File: src/rtl/gpio_lvl_pkg.sv
package gpio_lvl_pkg;
  localparam int ADDR_W = 2;

  typedef enum logic [ADDR_W-1:0] {
    REG_DIR  = 2'd0,
    REG_DATA = 2'd1,
    REG_IEN  = 2'd2,
    REG_NONE = 2'd3
  } reg_sel_e;
endpackage

File: src/rtl/gpio_sync.sv
module gpio_sync #(
  parameter int W      = 16,
  parameter int STAGES = 2
) (
  input  logic         clk,
  input  logic         rst,
  input  logic [W-1:0] d_i,
  output logic [W-1:0] q_o
);
  logic [W-1:0] stg [STAGES];

  generate
    for (genvar s = 0; s < STAGES; s++) begin : g_stage
      if (s == 0) begin : g_first
        always_ff @(posedge clk) begin
          if (rst) stg[0] <= '1;   // idle level: no spurious request
          else     stg[0] <= d_i;
        end
      end else begin : g_next
        always_ff @(posedge clk) begin
          if (rst) stg[s] <= '1;
          else     stg[s] <= stg[s-1];
        end
      end
    end
  endgenerate

  assign q_o = stg[STAGES-1];
endmodule

File: src/rtl/gpio_regs.sv
module gpio_regs
  import gpio_lvl_pkg::*;
#(
  parameter int W = 16
) (
  input  logic              clk,
  input  logic              por_rst,
  input  logic              man_rst,
  input  logic              wr_en,
  input  logic [ADDR_W-1:0] addr,
  input  logic [W-1:0]      wdata,
  output logic [W-1:0]      dir_o,
  output logic [W-1:0]      data_o,
  output logic [W-1:0]      ien_o
);
  logic          wr_ok;
  logic [W-1:0]  dir_q, data_q, ien_q;

  assign wr_ok = wr_en && !por_rst && !man_rst;

  // direction: cleared by power-on reset only
  always_ff @(posedge clk) begin
    if (por_rst)                         dir_q <= '0;
    else if (wr_ok && addr == REG_DIR)   dir_q <= wdata;
  end

  // data latch: no reset at all
  always_ff @(posedge clk) begin
    if (wr_ok && addr == REG_DATA) data_q <= wdata;
  end

  // interrupt enable: cleared by power-on reset only
  always_ff @(posedge clk) begin
    if (por_rst)                         ien_q <= '0;
    else if (wr_ok && addr == REG_IEN)   ien_q <= wdata;
  end

  assign dir_o  = dir_q;
  assign data_o = data_q;
  assign ien_o  = ien_q;

  // power-on reset leaves both configuration registers cleared
  a_r1_por_clears_dir: assert property (@(posedge clk) por_rst |=> (dir_q == '0));
  a_r5_por_clears_ien: assert property (@(posedge clk) por_rst |=> (ien_q == '0));
  // manual reset holds the enable register
  a_r5_man_keeps_ien: assert property (@(posedge clk) disable iff (por_rst)
    man_rst |=> (ien_q == $past(ien_q)));
  // the latch moves only on an accepted data write
  a_r4_latch_only_on_write: assert property (@(posedge clk)
    !(wr_ok && addr == REG_DATA) |=> (data_q === $past(data_q)));
endmodule

File: src/rtl/gpio_irq.sv
module gpio_irq #(
  parameter int W = 16
) (
  input  logic         clk,
  input  logic         rst,
  input  logic [W-1:0] ien_i,
  input  logic [W-1:0] dir_i,
  input  logic [W-1:0] pin_sync_i,
  output logic         irq_o
);
  logic [W-1:0] active;
  logic         irq_q;

  assign active = ien_i & ~dir_i & ~pin_sync_i;

  always_ff @(posedge clk) begin
    if (rst) irq_q <= 1'b0;
    else     irq_q <= |active;
  end

  assign irq_o = irq_q;

  // with every bit masked the request cannot rise at the next edge
  a_r6_masked_no_irq: assert property (@(posedge clk) disable iff (rst)
    (ien_i == '0) |=> !irq_o);
  // with every bit set as output the request cannot rise either
  a_r6_outputs_no_irq: assert property (@(posedge clk) disable iff (rst)
    (dir_i == '1) |=> !irq_o);
endmodule

File: src/rtl/gpio_lvl_port.sv
module gpio_lvl_port
  import gpio_lvl_pkg::*;
#(
  parameter int W           = 16,
  parameter int SYNC_STAGES = 2
) (
  input  logic              clk,
  input  logic              por_rst,
  input  logic              man_rst,
  input  logic [ADDR_W-1:0] bus_addr,
  input  logic              bus_wr,
  input  logic [W-1:0]      bus_wdata,
  input  logic              bus_rd,
  output logic [W-1:0]      bus_rdata,
  output logic              bus_rvalid,
  input  logic [W-1:0]      pin_in,
  output logic [W-1:0]      pin_out,
  output logic [W-1:0]      pin_oe,
  output logic              irq
);
  logic         any_rst;
  logic [W-1:0] dir_w, data_w, ien_w, pin_s;
  logic [W-1:0] rd_mux;
  logic [W-1:0] rdata_q;
  logic         rvalid_q;

  assign any_rst = por_rst | man_rst;

  gpio_sync #(.W(W), .STAGES(SYNC_STAGES)) u_sync (
    .clk (clk), .rst (any_rst), .d_i (pin_in), .q_o (pin_s)
  );

  gpio_regs #(.W(W)) u_regs (
    .clk (clk), .por_rst (por_rst), .man_rst (man_rst),
    .wr_en (bus_wr), .addr (bus_addr), .wdata (bus_wdata),
    .dir_o (dir_w), .data_o (data_w), .ien_o (ien_w)
  );

  gpio_irq #(.W(W)) u_irq (
    .clk (clk), .rst (any_rst), .ien_i (ien_w), .dir_i (dir_w),
    .pin_sync_i (pin_s), .irq_o (irq)
  );

  always_comb begin
    case (bus_addr)
      REG_DIR:  rd_mux = dir_w;
      REG_DATA: rd_mux = (dir_w & data_w) | (~dir_w & pin_s);
      REG_IEN:  rd_mux = ien_w;
      default:  rd_mux = '0;
    endcase
  end

  always_ff @(posedge clk) begin
    if (any_rst) begin
      rdata_q  <= '0;
      rvalid_q <= 1'b0;
    end else begin
      rvalid_q <= bus_rd;
      if (bus_rd) rdata_q <= rd_mux;
    end
  end

  assign bus_rdata  = rdata_q;
  assign bus_rvalid = rvalid_q;
  assign pin_oe     = dir_w;
  assign pin_out    = dir_w & data_w;

  // valid follows the strobe by exactly one edge
  a_r8_rvalid_after_rd: assert property (@(posedge clk) disable iff (any_rst)
    bus_rd |=> bus_rvalid);
  a_r8_no_rvalid_idle: assert property (@(posedge clk) disable iff (any_rst)
    !bus_rd |=> !bus_rvalid);
  // a manual reset leaves no request and no valid read behind
  a_r9_man_clears: assert property (@(posedge clk)
    man_rst |=> (!irq && !bus_rvalid));
endmodule

File: config.mk
export PLATFORM = sky130hd
export DESIGN_NAME = gpio_lvl_port
export DESIGN_NICKNAME = d
export VERILOG_FILES = /design/src/rtl/gpio_lvl_pkg.sv /design/src/rtl/gpio_sync.sv /design/src/rtl/gpio_regs.sv /design/src/rtl/gpio_irq.sv /design/src/rtl/gpio_lvl_port.sv
export SDC_FILE = /design/constraint.sdc
export NUM_CORES = 1
export LEC_CHECK = 0
export BUFFER_PORTS_ARGS = -buffer_cell sky130_fd_sc_hd__buf_2
export CAP_MARGIN = 40
export CORE_ASPECT_RATIO = 0.75
export CORE_MARGIN = 2
export CORE_UTILIZATION = 49
export CTS_CLUSTER_SIZE = 14
export DETAILED_ROUTE_END_ITERATION = 16
export PLACE_DENSITY = 0.72
export SETUP_SLACK_MARGIN = 0.5
export SYNTH_ARGS = -nofsm -noshare
export SYNTH_HDL_FRONTEND = slang
export SYNTH_SLANG_ARGS = --single-unit
export TNS_END_PERCENT = 30
File: constraint.sdc
create_clock -name clk -period 2.7 [get_ports clk]
set_input_delay 0 -clock clk [delete_from_list [all_inputs] [get_ports clk]]
set_output_delay 0 -clock clk [all_outputs]
set_load 0.01 [all_outputs]
==> results.json <==
{
  "final_weighted_congestion_in_routability_driven_placement": 0.850,
  "htree_levels": 3,
  "area.growth.synth_to_final_pct": 26.2,
  "hold_class": "input pin to register",
  "chipHeight_um": 80.0,
  "detail_route.vias_per_cell": 5.14,
  "finalSetupViolCount": 0,
  "gr-usage-all-layers_pct": 22.2,
  "antenna_violating_nets_post_route": 0,
  "floorplan.initialDensity_pct": 50.9,
  "cp_cell_sequence": "dlygate4sd3_1 > buf_2 > nor2_1 > and4b_1",
  "ir_drop_mv": 0.317,
  "fin_max_slew_vios": 0,
  "timing.setup.critical_path_class": "input pin to register",
  "largest_net_degree_at_the_start_of_global_routing": 55,
  "wl_um": 8660,
  "drtPass1Iterations": 4,
  "post_drt_wl_per_cell_um": 14.5,
  "clockRootBuffer": "clkbuf_8",
  "io_buffers": 88,
  "outcome": "completed",
  "hold_path_depth": 2,
  "core-area_um2": 7400,
  "drv.max_cap_violation_count": 0,
  "synth_nets": 418,
  "global_route_wire_length_before_repair_um": 14400,
  "insertedDiodeCount": 0,
  "required_ns": 2.69,
  "combined_area_of_all_synthesized_cells_um2": 3770,
  "syn_avg_cell_area_um2": 9.94,
  "routed-via-count": 3075,
  "clock-skew-final_ns": 0.00968,
  "relSlewSlack_pct": 41.6,
  "timing.critical_path.fanout_max": 16,
  "max_stage_delay_ns": 0.81,
  "worstPathBufferInverterCount": 2,
  "clock_latency_of_the_later_clocked_register_in_the_worst_skew_pair_ns": 0.36,
  "r2r-start": "u_regs.dir_o[5]$_SDFFE_PP0P_",
  "whs_endpoint": "u_sync.stg[0][4]$_SDFF_PP1_",
  "power-per-cell-area_nw_per_um2": 558,
  "period_needed_ns": 1.79,
  "reg2reg_slack_ns": 1.14,
  "max_freq_mhz": 558,
  "finalCritPeriodShare_pct": 66.4,
  "drt_iter0_drc": 102,
  "cts_sinks": 98,
  "cts_max_path_buffers": 2,
  "grt_pass1_vias": 2914,
  "worst-r2r-cell-count": 4,
  "grt_antenna_before_repair": 0,
  "timing_worst_slew_pin_value_ns": 0.876,
  "cp_slowest_cell": "and4b_1",
  "finalHoldViolations": 0,
  "layout-drive-gt1-share_pct": 22.9,
  "tritoncts": "done",
  "die_w_um": 105,
  "first_element_of_the_critical_path": "por_rst",
  "cp-start-kind": "input pin",
  "synth_sequential_area_ratio_pct": 56.3,
  "leakagePower_nw": 1.90,
  "total_power_mw": 2.65,
  "syn_inst": 379,
  "critical_path.reg2reg.endpoint": "u_irq.irq_o$_SDFF_PP0_",
  "fp-row-count": 27,
  "yosys_register_bits": 98,
  "global_route.overflow_total": 0,
  "pin_count": 89,
  "cts.reportedPaths.clkPinSlew_ns": 0.09,
  "setup_tns_ns": 0,
  "gate_family_responsible_for_the_most_delay_along_the_worst_path": "simple AND/OR/NAND/NOR gates",
  "design.die.area_um2": 8420,
  "numCtsBuffers": 9,
  "synth-warning-count": 0,
  "min_delay_startpoint": "man_rst",
  "setup.worst_path.end_class": "register",
  "num-nets-final": 531,
  "post-route-drc-count": 0,
  "synth.distinct_cells": 28,
  "cp.arrival_ns": 1.78,
  "dp.final_hpwl_um": 5970,
  "rsz_0062_raised_after_global_routing": "false"
}
routing by layer:
layer  global-route usage, %  vias to the layer above  wire length [um]  share of wire [%]
li1                        -                     1548                 -                  -
met1                    31.0                     1430              4110                 47
met2                    33.8                       95              3960                 46
met3                    6.29                        2               559                6.5
met4                    5.87                        0                35               0.40
met5                       0                        -                 0                  0
logic make-up (layout without fill, tap and decap cells):
kind of cell	Yosys count	count (layout)	synth area share [%]
and+or+nand+nor	173	173	23.2
DFF	98	98	56.3
AOI/OAI and AO/OA	67	67	11.9
buffers and inverters	25	143	4.35
muxes	16	16	4.25
worst reg2reg max path: stages (launching register included):
cell     delay (ns)
dfxtp_1        0.43
nor3b_1        0.08
or4_1          0.55
nor4_1         0.29
a31oi_1        0.10
Yosys cell counts:
cell type	number	area share (%)
a21boi_2	1	0.30
a21oi_1	32	4.2
a22o_1	17	4.0
a31oi_1	1	0.17
and2_1	17	2.8
and3_1	1	0.17
and4b_1	1	0.27
buf_12	1	0.53
buf_2	4	0.53
buf_4	1	0.20
buf_6	2	0.60
clkbuf_1	14	1.4
clkbuf_8	3	1.1
dfxtp_1	82	44
edfxtp_1	16	13
mux2i_1	16	4.2
nand2_1	64	6.4
nand3_1	1	0.13
nor2_1	36	3.6
nor2b_1	1	0.17
nor3b_1	14	2.8
nor4_1	3	0.50
nor4b_4	1	0.63
o31ai_1	16	3.2
or2_4	1	0.23
or3_1	30	5.0
or3_2	2	0.40
or4_1	1	0.20
layout by cell type (no fill, tap or decap), types with 5 or more instances in the layout:
| cell | n |
|---|---|
| a21oi_1 | 32 |
| nor2_1 | 36 |
| nor3b_1 | 14 |
| nand2_1 | 64 |
| dfxtp_1 | 82 |
| buf_2 | 88 |
| or3_1 | 30 |
| and2_1 | 17 |
| dlygate4sd3_1 | 34 |
| clkbuf_8 | 11 |
| edfxtp_1 | 16 |
| mux2i_1 | 16 |
| o31ai_1 | 16 |
| a22o_1 | 17 |
| buf_4 | 5 |
where the power goes:
group / switching, mW / internal [mW] / leakage (nW)
Combinational: 0.0991 / 0.0928 / 0.983
Sequential: 0.0159 / 1.51 / 0.811
Clock: 0.487 / 0.447 / 0.108
Total: 0.602 / 2.05 / 1.90
per-stage QoR:
stage          utilization [%]  cell area, um^2  worst slack [ns]  hold slack [ns]  cells
4_1_cts                   64.3             4760             0.889            0.184    598
5_1_grt                   64.3             4760             0.791            0.230    598
6_report                  64.3             4760             0.907            0.200    598
2_1_floorplan                -             3770              1.23           0.0988    379
3_3_place_gp              56.8             4200             0.916            0.178    547
3_5_place_dp              56.9             4210             0.825            0.179    548
final cells by class:
type                            count  area (um^2)
Clock buffer                       12          176
Fill cell                         617         2640
Clock inverter                      4         31.3
Tap cell                          101          126
Sequential cell                    98         2120
Multi-Input combinational cell    256         1480
Timing Repair Buffer              127          818
how the worst max path moves through the flow:
stage / to / slack [ns] / cells after the start
6_report: u_regs.data_o[14]$_DFFE_PP_ / 0.91 / 4
5_1_grt: u_regs.data_o[1]$_DFFE_PP_ / 0.79 / 4
4_1_cts: u_regs.data_o[14]$_DFFE_PP_ / 0.89 / 4
3_5_place_dp: u_regs.data_o[14]$_DFFE_PP_ / 0.83 / 2
3_3_place_gp: u_regs.data_o[9]$_DFFE_PP_ / 0.92 / 2
2_1_floorplan: u_irq.irq_o$_SDFF_PP0_ / 1.23 / 4
sequential cells by signal (all words and copies together) (netlist names):
register       count
u_sync.stg        32
u_irq.irq_o        1
bus_rvalid         1
u_regs.data_o     16
u_regs.ien_o      16
u_regs.dir_o      16
bus_rdata         16
what timing repair did:
| action | CTS | global route |
|---|---|---|
| gates resized for setup | 0 | 0 |
| buffers inserted | 0 | 0 |
| hold buffers | 34 | 0 |
| hold endpoints to repair | 65 | 0 |
Power figures use the tool's default switching activity.
